File: config.mk
export PLATFORM = sky130hd
export DESIGN_NAME = sng_seedwalk
export DESIGN_NICKNAME = d
export VERILOG_FILES = /design/src/rtl/sng_pkg.sv /design/src/rtl/sng_lfsr_next.sv /design/src/rtl/sng_seed_walker.sv /design/src/rtl/sng_threshold.sv /design/src/rtl/sng_seedwalk.sv
export SDC_FILE = /design/constraint.sdc
export NUM_CORES = 1
export LEC_CHECK = 0
export ABC_AREA = 1
export BUFFER_PORTS_ARGS = -buffer_cell sky130_fd_sc_hd__buf_2
export CORE_UTILIZATION = 40
export CTS_CLUSTER_SIZE = 40
export DETAILED_ROUTE_END_ITERATION = 6
export SYNTH_ARGS = -nofsm -noshare
export SYNTH_HDL_FRONTEND = slang
export SYNTH_SLANG_ARGS = --single-unit
File: constraint.sdc
create_clock -name clk -period 2.8 [get_ports clk]
set_input_delay 0.56 -clock clk [delete_from_list [all_inputs] [get_ports clk]]
set_output_delay 0.56 -clock clk [all_outputs]
set_load 0.01 [all_outputs]
File: src/rtl/sng_pkg.sv
package sng_pkg;

  typedef enum logic {
    PH_LOAD = 1'b0,
    PH_RUN  = 1'b1
  } sng_phase_e;

  // Feedback bit positions (bit i set = state bit i is tapped) of a
  // maximal-length left-shifting register, for widths 4 to 16.
  function automatic logic [15:0] sng_tap_mask(input int unsigned width);
    logic [15:0] m;
    case (width)
      4:       m = 16'h000C;
      5:       m = 16'h0014;
      6:       m = 16'h0030;
      7:       m = 16'h0060;
      8:       m = 16'h00B8;
      9:       m = 16'h0110;
      10:      m = 16'h0240;
      11:      m = 16'h0500;
      12:      m = 16'h0829;
      13:      m = 16'h100D;
      14:      m = 16'h2015;
      15:      m = 16'h6000;
      default: m = 16'hD008;
    endcase
    return m;
  endfunction

endpackage

File: src/rtl/sng_lfsr_next.sv
module sng_lfsr_next
  import sng_pkg::*;
#(
  parameter int unsigned W = 16
) (
  input  logic [W-1:0] state_i,
  output logic [W-1:0] next_o
);

  localparam logic [15:0]  TAP_ALL = sng_tap_mask(W);
  localparam logic [W-1:0] TAPS    = TAP_ALL[W-1:0];

  logic feedback;

  always_comb begin
    feedback = ^(state_i & TAPS);
    next_o   = {state_i[W-2:0], feedback};
  end

endmodule

File: src/rtl/sng_seed_walker.sv
module sng_seed_walker
  import sng_pkg::*;
#(
  parameter int unsigned W = 16
) (
  input  logic         clk,
  input  logic         rst_n,
  input  logic         step_en_i,
  input  logic [W-1:0] init_seed_i,
  input  logic [W-1:0] lfsr_next_i,
  output logic [W-1:0] lfsr_o,
  output logic [W-1:0] seed_o,
  output logic         run_o,
  output logic         wrap_pulse_o
);

  localparam logic [W-1:0] ONE = W'(1);

  sng_phase_e  phase_q, phase_d;
  logic [W-1:0] lfsr_q, lfsr_d;
  logic [W-1:0] seed_q, seed_d;
  logic         pulse_q, pulse_d;
  logic         lfsr_ld, seed_ld;

  logic [W-1:0] init_fix;
  logic [W-1:0] seed_inc;
  logic [W-1:0] seed_succ;
  logic         period_done;

  // Seed arithmetic: zero never enters the register.
  always_comb begin
    init_fix  = (init_seed_i == '0) ? ONE : init_seed_i;
    seed_inc  = seed_q + ONE;
    seed_succ = (seed_inc == '0) ? ONE : seed_inc;
  end

  // Wrap detection against the seed that opened the current period.
  always_comb begin
    period_done = (phase_q == PH_RUN) && step_en_i && (lfsr_next_i == seed_q);
  end

  // Next-state logic.
  always_comb begin
    phase_d = phase_q;
    lfsr_d  = lfsr_q;
    seed_d  = seed_q;
    lfsr_ld = 1'b0;
    seed_ld = 1'b0;
    pulse_d = period_done;
    case (phase_q)
      PH_LOAD: begin
        phase_d = PH_RUN;
        lfsr_d  = init_fix;
        seed_d  = init_fix;
        lfsr_ld = 1'b1;
        seed_ld = 1'b1;
      end
      PH_RUN: begin
        if (step_en_i) begin
          lfsr_ld = 1'b1;
          if (period_done) begin
            seed_d  = seed_succ;
            lfsr_d  = seed_succ;
            seed_ld = 1'b1;
          end else begin
            lfsr_d  = lfsr_next_i;
          end
        end
      end
      default: phase_d = PH_LOAD;
    endcase
  end

  // Registers.
  always_ff @(posedge clk or negedge rst_n) begin
    if (!rst_n) begin
      phase_q <= PH_LOAD;
      pulse_q <= 1'b0;
    end else begin
      phase_q <= phase_d;
      pulse_q <= pulse_d;
    end
  end

  always_ff @(posedge clk or negedge rst_n) begin
    if (!rst_n) begin
      lfsr_q <= '0;
    end else if (lfsr_ld) begin
      lfsr_q <= lfsr_d;
    end
  end

  always_ff @(posedge clk or negedge rst_n) begin
    if (!rst_n) begin
      seed_q <= '0;
    end else if (seed_ld) begin
      seed_q <= seed_d;
    end
  end

  assign lfsr_o       = lfsr_q;
  assign seed_o       = seed_q;
  assign run_o        = (phase_q == PH_RUN);
  assign wrap_pulse_o = pulse_q;

endmodule

File: src/rtl/sng_threshold.sv
module sng_threshold #(
  parameter int unsigned W = 16
) (
  input  logic         run_i,
  input  logic [W-1:0] state_i,
  input  logic [W-1:0] level_i,
  output logic         bit_o
);

  always_comb begin
    bit_o = run_i && (state_i < level_i);
  end

endmodule

File: src/rtl/sng_seedwalk.sv
module sng_seedwalk #(
  parameter int unsigned W = 16
) (
  input  logic         clk,
  input  logic         rst_n,
  input  logic         step_en,
  input  logic [W-1:0] value,
  input  logic [W-1:0] init_seed,
  output logic         sbit,
  output logic         period_end
);

  logic [W-1:0] lfsr_w;
  logic [W-1:0] nxt_w;
  logic [W-1:0] seed_w;
  logic         run_w;

  sng_lfsr_next #(.W(W)) u_next (
    .state_i (lfsr_w),
    .next_o  (nxt_w)
  );

  sng_seed_walker #(.W(W)) u_walker (
    .clk          (clk),
    .rst_n        (rst_n),
    .step_en_i    (step_en),
    .init_seed_i  (init_seed),
    .lfsr_next_i  (nxt_w),
    .lfsr_o       (lfsr_w),
    .seed_o       (seed_w),
    .run_o        (run_w),
    .wrap_pulse_o (period_end)
  );

  sng_threshold #(.W(W)) u_cmp (
    .run_i   (run_w),
    .state_i (lfsr_w),
    .level_i (value),
    .bit_o   (sbit)
  );

endmodule

# Yosys cells after proc, flatten, opt, wreduce, memory -nomap -nowiden
# Index checks and enable logic that the tools add are counted.
op_classes:
  n_addsub: 1
  order_cmp: 1
  eq_ne: 3
  muxes: 13
  bitwise_logic: 1
  n_reduce_logical: 8
ops:
  columns: ["op", "n"]
  rows:
  - ["16-bit 2-to-1 mux", 6]
  - ["16-bit case mux with 2 select lines", 2]
  - ["16-bit zero test", 2]
  - ["16-bit by 1-bit adder with 16-bit output, second input constant", 1]
  - ["16-bit == test", 1]
  - ["16-bit less-than comparator", 1]
  - ["16-bit XOR reduction", 1]
  - ["2-bit inequality test, second input constant", 2]
  - ["1-bit case mux with 2 select lines", 2]
  - ["1-bit logical AND", 3]
  - ["1-bit 2-to-1 mux", 3]
  - ["3-bit AND reduction", 1]
  - ["2-bit AND reduction", 1]
  - ["1-bit NOT", 1]
totals:
  reg_bits: 34
  out_inout_bits: 2
  wordCells: 31

# Logic depth before layout (Yosys ltp)
# Gate-level depths: netlist of run 1.
depth:
  word_depth: 7
  ltp_mapped: 15
  mapped_depth_nobuf: 15

# Cells and area by module
# Synthesis of run 1 repeated with hierarchy kept, for this count alone.
unflattened:
  cells_unflattened: 484
  area_unflattened_um2: 3093.0
by_module_without_submodules:
  columns: ["module", "n_inst", "cells_per_inst", "area_each_um2", "seq_area_each_um2"]
  rows:
  - ["sng_seed_walker", 1, 388, 2506.2, 850.8]
  - ["sng_threshold", 1, 65, 402.9, 0.0]
  - ["sng_lfsr_next", 1, 31, 183.9, 0.0]

# Least setup slack after synthesis of run 1
# OpenSTA, ideal clock, no wires.
synth_timing:
  path_type: "input to output"
  from: "in value[1]"
  to: "out sbit"
  t_arrival_ps: 1562
  t_required_ps: 2240
  slack_ps: 678
  path_stages: 8
  path_buffers: 0
  cell_sequence: "inv_1 > ha_1 > a21boi_0 > o211ai_1 > a21oi_1 > o211ai_1 > nand2_1 > nor2_1"
synth_between:
  elab_chain_len: 2
synth_lines:
  columns: ["item", "line_no", "source"]
  rows:
  - ["start: declaration", "sng_seedwalk.sv:7", "input logic [W-1:0] value,"]
  - ["16-bit less-than comparator", "sng_threshold.sv:11", "bit_o = run_i && (state_i < level_i);"]
  - ["1-bit logical AND", "sng_threshold.sv:11", null]
  - ["end: declaration", "sng_seedwalk.sv:9", "output logic sbit,"]
# No other way between the ends.

# Final worst setup path of run 1
layout_timing:
  from: "reg u_walker.lfsr_q[1], in the netlist u_walker.lfsr_o[1]"
  to: "out sbit"
layout_between:
  elab_chain_len: 2
layout_lines:
  columns: ["item", "line_no", "source"]
  rows:
  - ["start: declaration", "sng_seed_walker.sv:20", "logic [W-1:0] lfsr_q, lfsr_d;"]
  - ["start signal: assignment", "sng_seed_walker.sv:89", "lfsr_q <= lfsr_d;"]
  - ["16-bit less-than comparator", "sng_threshold.sv:11", null]
  - ["1-bit logical AND", "sng_threshold.sv:11", null]
# No other way between the ends.

==> reports/results.ini, run 1 <==
[status]
status=completed

[synthesis]
synth_area_mm2=0.00294
synth.distinct_cells=42
ys_ff_latch=34
async_reset_ff_share_pct=100
synth_nets=500
synth_area_leaders=dfrtp_1, nand2_1, inv_1
ys_warn_count=0
synth.top_cell.area_share_pct=28.9
synth_top_area_cell=dfrtp_1
synth-main-ff-cell=dfrtp_1
ys_seq_area_share_pct=28.9
syn_avg_cell_area_um2=6.55
synth_cells=449
synth-edff-count=0

[critical_path]
worstReg2RegStart=u_walker.run_o
rr_worst_depth=13
cp-end-kind=primary output
crit_path_start=u_walker.lfsr_o[1]
cp.required_ns=2.24
worst_setup_path_start_kind=flop
worstSetupPathType=reg2out
critical_path.max_fanout=4
timing.rr.end=u_walker.lfsr_o[10]
crit_arrival_ns=1.90
ff2ff_setup_slack_ns=0.51

[grt]
grtUsageTotal_pct=24.3
grt_max_degree=35
antenna_found_initial=0
grt_pass1_vias=2786
grt_pass1_wl_um=14000
grt_overflow=0

[routing]
drt_iter0_drc=245
vias=3006
wirelength_um=8630
first_pass_iters=4
vias_per_cell=5.16
drc_errors=0
wire_per_inst_um=14.8
postRouteAntennaNets=0

[clock_network]
tritoncts=yes
clkSinkCount=34
cts_root_buf=clkbuf_8
hold_buffers=0
post_cts_buffers=0
clock_path_buffers=2
clkLatencyLatePin_ns=0.29
cts_buffers=5
htreeDepth=2
post_cts_resized=0
clkTransAtPathRegs_ns=0.07

[finish]
layout.nets=537
n_fill_cell=759
area_growth_pct=11.4
drive_above_1_share_pct=15.2
seqCellArea_um2=851
diodes=0
multi_input_area_mm2=0.00175
final_common_cell=nand2_1
final_area_mm2=0.00328
final_cell_mix=nand2_1, inv_1, nor2_1

[timing]
final.min_clock_period_ns=2.46
slew_headroom_pct=45.8
max_freq_mhz=407
setup_tns_ns=0
finalSetupViolCount=0
finalHoldViolCount=0
max_slew.worst_pin.slew_ns=0.814
setup_ws_ns=0.344
skew_ns=0.00641
maxSlewViolCount=0
rsz0062_at_grt=no
period_share_pct=87.7

[floorplan]
rows=30
die_area_mm2=0.00770
die_y_um=87.8
ioPinCount=37
coreArea_mm2=0.00694
die-width_um=87.8
initial_core_util_pct=42.4

[placed_design]
port_buffers=36
place_ws_ns=0.450
gp_congestion=0.937
placement.cell_area_mm2=0.00320
dpl.hpwl_um=6850

[job]
cap_violations=0

[min_path]
hold_path_class=in2async

[pwr]
p_leak_nw=1.71
power.density_mw_per_mm2=440
peakVddDrop_v=0.000254

-- report_power, final --
group          switching [mW]  internal, mW
Sequential             0.0895         0.544
Clock                   0.176         0.171
Combinational           0.292         0.170
Total                   0.557         0.885
-- how the worst max path moves through the flow --
stage,endpoint,slack (ns)
2_1_floorplan,sbit,0.68
5_1_grt,sbit,0.20
3_3_place_gp,sbit,0.46
6_report,sbit,0.34
4_1_cts,sbit,0.34
3_5_place_dp,sbit,0.45
-- cell usage after synthesis (2+ instances only) --
library cell	count
xor2_1	2
dfrtp_1	34
nand3_2	2
nand3_1	23
ha_1	16
o211ai_2	2
a21boi_0	2
nor3_1	4
clkbuf_1	2
nor2_1	41
buf_4	4
o211ai_1	11
xnor2_1	5
nand4_1	12
o21ai_0	24
inv_1	66
buf_6	2
inv_2	5
nor2_2	8
nor4_1	3
nand2_4	2
nand2_1	133
nand2_2	5
o22ai_1	3
o21ai_1	6
a21oi_1	16
-- registers in the layout (all words and copies together) (netlist names) --
register and cells:
u_walker.wrap_pulse_o 1, u_walker.lfsr_o 16, u_walker.run_o 1, u_walker.seed_o 16
-- worst max-delay path, stage by stage, from the launching register on --
cell,delay [ns]
dfrtp_1,0.46
ha_1,0.30
a21boi_0,0.19
o211ai_1,0.10
a21oi_1,0.20
o211ai_1,0.10
nand2_1,0.08
nor2_1,0.03
buf_2,0.14
-- cell families after synthesis --
| kind of cell | share of synthesized area [%] |
|---|---|
| AO/OA/AOI/OAI | 14.8 |
| XOR/XNOR | 2.64 |
| adder cells (fa/ha/maj) | 6.80 |
| buffers and inverters | 11.6 |
| flip-flops | 28.9 |
| other | 0.127 |
| AND/OR/NAND/NOR | 35.2 |
-- stage by stage --
stage / power (mW) / std cells / util (%) / hold WS, ns
CTS: 1.44 / 582 / 47.2 / 0.404
global placement: 1.09 / 575 / 46.1 / 0.583
detailed placement: 1.10 / 575 / 46.1 / 0.601
global route: 1.55 / 582 / 47.2 / 0.433
finish: 1.44 / 582 / 47.2 / 0.365
floorplan: 0.944 / 449 / - / 0.264
-- per-layer routing --
metal | GRT usage (%) | routed length (um) | vias to the layer above
met1 | 35.2 | 4220 | 1375
met2 | 38.8 | 3780 | 98
li1 | - | - | 1522
met3 | 3.39 | 558 | 11
met4 | 4.47 | 71 | 0
met5 | 0 | 0 | -
-- layout make-up --
cell class              instances  share of cell area (%)
clock buffers                   7                    2.33
inverters                      73                    8.40
multi-input cells             333                    53.5
flip-flops and latches         34                    26.0
well taps                      96                    3.67
repair buffers                 39                    6.19
(Power assumes the default switching activity.)
==> run 2: changes to the inputs <==
Settings changed: CAP_MARGIN from default to 20, CELL_PAD_IN_SITES_DETAIL_PLACEMENT from default to 0, CELL_PAD_IN_SITES_GLOBAL_PLACEMENT from default to 2, CORE_UTILIZATION 40 to 35, PLACE_DENSITY_LB_ADDON from default to 0.1.
==> run 2 against run 1 <==
Combinational power is 1% higher. Worst setup slack improved by 0.092 ns. Non-clock buffer count increased by 4. Sequential share of layout area fell by 0.58 points. Fmax up 3.9%. Wire length rose by 11%. Largest power group unchanged. Critical endpoint unchanged. Clock power increased by 29%. Die area is 14% higher. Clock skew up 0.0027 ns. Largest cell class unchanged. First-iteration DRC count is 10% lower.
==> reports/results.ini, run 2 (synthesis results as in run 1) <==
[floorplan]
coreArea_mm2=0.00818
die-width_um=93.7
ioPinCount=37
rows=33
die_y_um=93.7
initial_core_util_pct=36.0
die_area_mm2=0.00878

[finish]
final_cell_mix=nand2_1, inv_1, nor2_1
layout.nets=541
diodes=0
drive_above_1_share_pct=16.5
area_growth_pct=13.9
final_common_cell=nand2_1

[critical_path]
crit_arrival_ns=1.80
rr_worst_depth=14
worstSetupPathType=reg2out
worstReg2RegStart=u_walker.lfsr_o[3]
crit_path_start=u_walker.lfsr_o[1]
cp-end-kind=primary output
worst_setup_path_start_kind=flop
critical_path.max_fanout=4
cp.required_ns=2.24

[clock_network]
tritoncts=yes
cts_buffers=5
cts_root_buf=clkbuf_8
clkTransAtPathRegs_ns=0.08
clkLatencyLatePin_ns=0.30
htreeDepth=2
clkSinkCount=34
post_cts_resized=0
clock_path_buffers=2
post_cts_buffers=0
hold_buffers=0

[routing]
drt_iter0_drc=220
first_pass_iters=4
drc_errors=0
postRouteAntennaNets=0
vias_per_cell=5.04
vias=3001
wire_per_inst_um=16.1
wirelength_um=9620

[timing]
max_freq_mhz=423
maxSlewViolCount=0
rsz0062_at_grt=no
period_share_pct=84.4
finalHoldViolCount=0
slew_headroom_pct=44.8
max_slew.worst_pin.slew_ns=0.827
finalSetupViolCount=0
skew_ns=0.00914
setup_tns_ns=0
final.min_clock_period_ns=2.36

[pwr]
p_leak_nw=1.75
peakVddDrop_v=0.000147
power_mw=1.55
power.density_mw_per_mm2=461

[grt]
grt_max_degree=35
grt_pass1_wl_um=15200
grt_pass1_vias=2827
grt_overflow=0
antenna_found_initial=0
grtUsageTotal_pct=23.5

[placed_design]
port_buffers=36
gp_congestion=0.910
dpl.hpwl_um=7650

[job]
cap_violations=0

[min_path]
hold_path_class=in2async

[status]
status=completed

run 2: cell types whose count changed in the layout (fill, tap and decap cells not counted):
cell and delta:
clkbuf_8 +3, buf_4 +4, clkbuf_1 -2
run 2: worst max-delay path, cell delays in order, from the launching register on:
cell      delay [ns]
dfrtp_1         0.42
ha_1            0.27
a21boi_0        0.12
o211ai_1        0.16
a21oi_1         0.11
o211ai_1        0.16
nand2_1         0.06
nor2_1          0.07
buf_2           0.13
run 2: layer usage:
metal / global-route usage (%) / wire [um] / vias up
met1: 34.0 / 4830 / 1379
met2: 37.5 / 4310 / 87
met5: 0 / 0 / -
met3: 2.51 / 400 / 5
li1: - / - / 1530
met4: 5.00 / 84 / 0
run 2: cell type report:
type | instances | area (um^2)
Fill cell | 923 | 4820
Multi-Input combinational cell | 333 | 1750
Sequential cell | 34 | 851
Inverter | 73 | 275
Timing Repair Buffer | 43 | 233
Tap cell | 105 | 131
Clock buffer | 8 | 110
run 2: final timing paths:
kind                                  endpoint  slack [ns]
max                                       sbit        0.44
min                         u_walker.lfsr_o[2]        0.35
max reg2reg                u_walker.lfsr_o[13]        0.57
min reg2reg                 u_walker.lfsr_o[1]        0.59
max in group asynchronous  u_walker.seed_o[14]        1.91
min in group clk            u_walker.lfsr_o[5]        0.54
run 2: per-stage QoR:
stage | cell area (um^2) | worst slack [ns] | hold WS, ns | util (%) | cells
detailed placement | 3240 | 0.455 | 0.562 | 39.7 | 588
global route | 3350 | 0.295 | 0.418 | 41.0 | 596
finish | 3350 | 0.437 | 0.353 | 41.0 | 596
global placement | 3240 | 0.478 | 0.556 | 39.7 | 588
floorplan | 2940 | 0.678 | 0.264 | - | 449
CTS | 3350 | 0.402 | 0.393 | 41.0 | 596
run 2: report_power, final:
group	switching (mW)	total, mW	internal (mW)	leakage [nW]
clock network	0.198	0.447	0.249	0.0575
logic	0.296	0.468	0.172	1.28
registers	0.0880	0.631	0.543	0.410
total	0.582	1.55	0.964	1.75
==> run 3: changes to the inputs <==
Settings changed: CORE_UTILIZATION 35 to 29.
Clock period 2.8 ns to 2.15 ns, I/O delays scaled along.
==> run 3 against run 2 <==
The flow now finishes with violations (setup timing). Critical path depth unchanged. Core utilization down 3.5 points. First-iteration DRC count decreased by 15%. Global-route usage shrank 2.5 points. Die area increased by 20%. Via count grew 3.3%. Cell area up 9.7%. Sequential power up 28%. Critical path type unchanged. Critical endpoint unchanged. Highest routed layer unchanged.
==> reports/results.ini, run 3 (synthesis results as in run 1) <==
[status]
status=finished with violations
violations=setup timing

[critical_path]
critical_path.max_fanout=2
crit_arrival_ns=1.75
worstSetupPathType=reg2out
cp.required_ns=1.72
ff2ff_setup_slack_ns=0.12
worst_setup_path_start_kind=flop
cp-end-kind=primary output

[floorplan]
die_y_um=103
die_area_mm2=0.0106
rows=36
coreArea_mm2=0.00982
initial_core_util_pct=30.0
ioPinCount=37
die-width_um=103

[clock_network]
clkLatencyLatePin_ns=0.29
cts_root_buf=clkbuf_8
tritoncts=yes
cts_buffers=5
clock_path_buffers=2
clkSinkCount=34
htreeDepth=2
clkTransAtPathRegs_ns=0.08

[finish]
final_area_mm2=0.00368
n_fill_cell=1133
drive_above_1_share_pct=23.9
final_common_cell=nand2_1
multi_input_area_mm2=0.00180
area_growth_pct=25.0
final_cell_mix=nand2_1, inv_1, nor2_1
seqCellArea_um2=856
diodes=0
layout.nets=573

[routing]
wirelength_um=10300
first_pass_iters=4
wire_per_inst_um=15.7
route.met2.wl_um=4480
postRouteAntennaNets=0
vias=3100
drc_errors=0
drt-met1-wl_um=5180
drt_iter0_drc=186
highest-signal-layer=met4
vias_per_cell=4.73
wl_met3_um=412

[grt]
grt_pass1_wl_um=16000
antenna_found_initial=0
grt_overflow=0
grt_pass1_vias=2912
grt_max_degree=35
grtUsageTotal_pct=21.0

[timing]
rsz0062_at_grt=yes
finalSetupViolCount=1
finalHoldViolCount=0
skew_ns=0.00655
maxSlewViolCount=0
slew_headroom_pct=66.5
max_freq_mhz=459
hold_slack_ns=0.168
setup_ws_ns=-0.0307
period_share_pct=101
final.min_clock_period_ns=2.18
setup_tns_ns=-0.0307
max_slew.worst_pin.slew_ns=0.502

[placed_design]
port_buffers=36
place_ws_ns=0.0782
dpl.hpwl_um=8370
placement.cell_area_mm2=0.00348
gp_congestion=0.914

[min_path]
hold_path_class=in2async

[pwr]
power.density_mw_per_mm2=563
peakVddDrop_v=0.000238
power_mw=2.07
p_leak_nw=1.90

[job]
cap_violations=0

## run 3: cell types whose count changed in the layout (fill, tap and decap cells not counted), moves of 2 or more
cell	previous run	this run
dfrtp_1	34	30
a21oi_2	1	4
buf_6	0	2
clkbuf_8	8	6
inv_1	66	64
buf_4	7	35
a21oi_1	16	13
dfrtp_2	0	4
## run 3: report_power, final
group | internal [mW] | total [mW] | switching [mW]
Clock | 0.259 | 0.528 | 0.269
Combinational | 0.301 | 0.736 | 0.436
Sequential | 0.709 | 0.805 | 0.0965
## run 3: routing by layer
metal  track usage (%)  up-vias
met5                 0        -
met4              6.61        0
met3              2.37       12
met2              33.1       80
met1              30.0     1412
li1                  -     1596
## run 3: worst max-delay path, cell delays in order, from the launching register on
cell and delay (ns):
dfrtp_1 0.38, ha_1 0.26, a21boi_0 0.12, o211ai_1 0.17, a21oi_1 0.10, o211ai_1 0.16
nand2_1 0.06, nor2_1 0.07, buf_2 0.13
## run 3: area by class of cell
class	instances	area share, %
sequential	34	23.3
timing repair buffer	75	13.3
clock inverter	1	0.136
inverter	73	7.55
tap	133	4.52
multi-input combinational	333	48.8
clock buffer	7	2.35
## run 3: what timing repair did
action                     4_1_cts  5_1_grt
setup endpoints to repair        1       10
setup buffers                    2        3
pin swaps                        0        6
cloned                           0        1
hold buffers                     0        0
gates resized for setup          6       11
## run 3: worst paths after layout
kind | start | to | depth (start not counted)
min reg2reg | u_walker.lfsr_o[13] | u_walker.lfsr_o[13] | 2
max reg2reg | u_walker.lfsr_o[11] | u_walker.lfsr_o[0] | 16
min in group clk | init_seed[5] | u_walker.lfsr_o[5] | 3
max | u_walker.lfsr_o[1] | sbit | 8
max in group asynchronous | rst_n | u_walker.seed_o[3] | 2
min | rst_n | u_walker.seed_o[11] | 2
## run 3: stage by stage
| step | utilization [%] | std cells |
|---|---|---|
| finish | 37.5 | 656 |
| global route | 37.5 | 656 |
| CTS | 36.9 | 652 |
| detailed placement | 35.5 | 642 |
| global placement | 35.5 | 642 |
| floorplan | - | 449 |
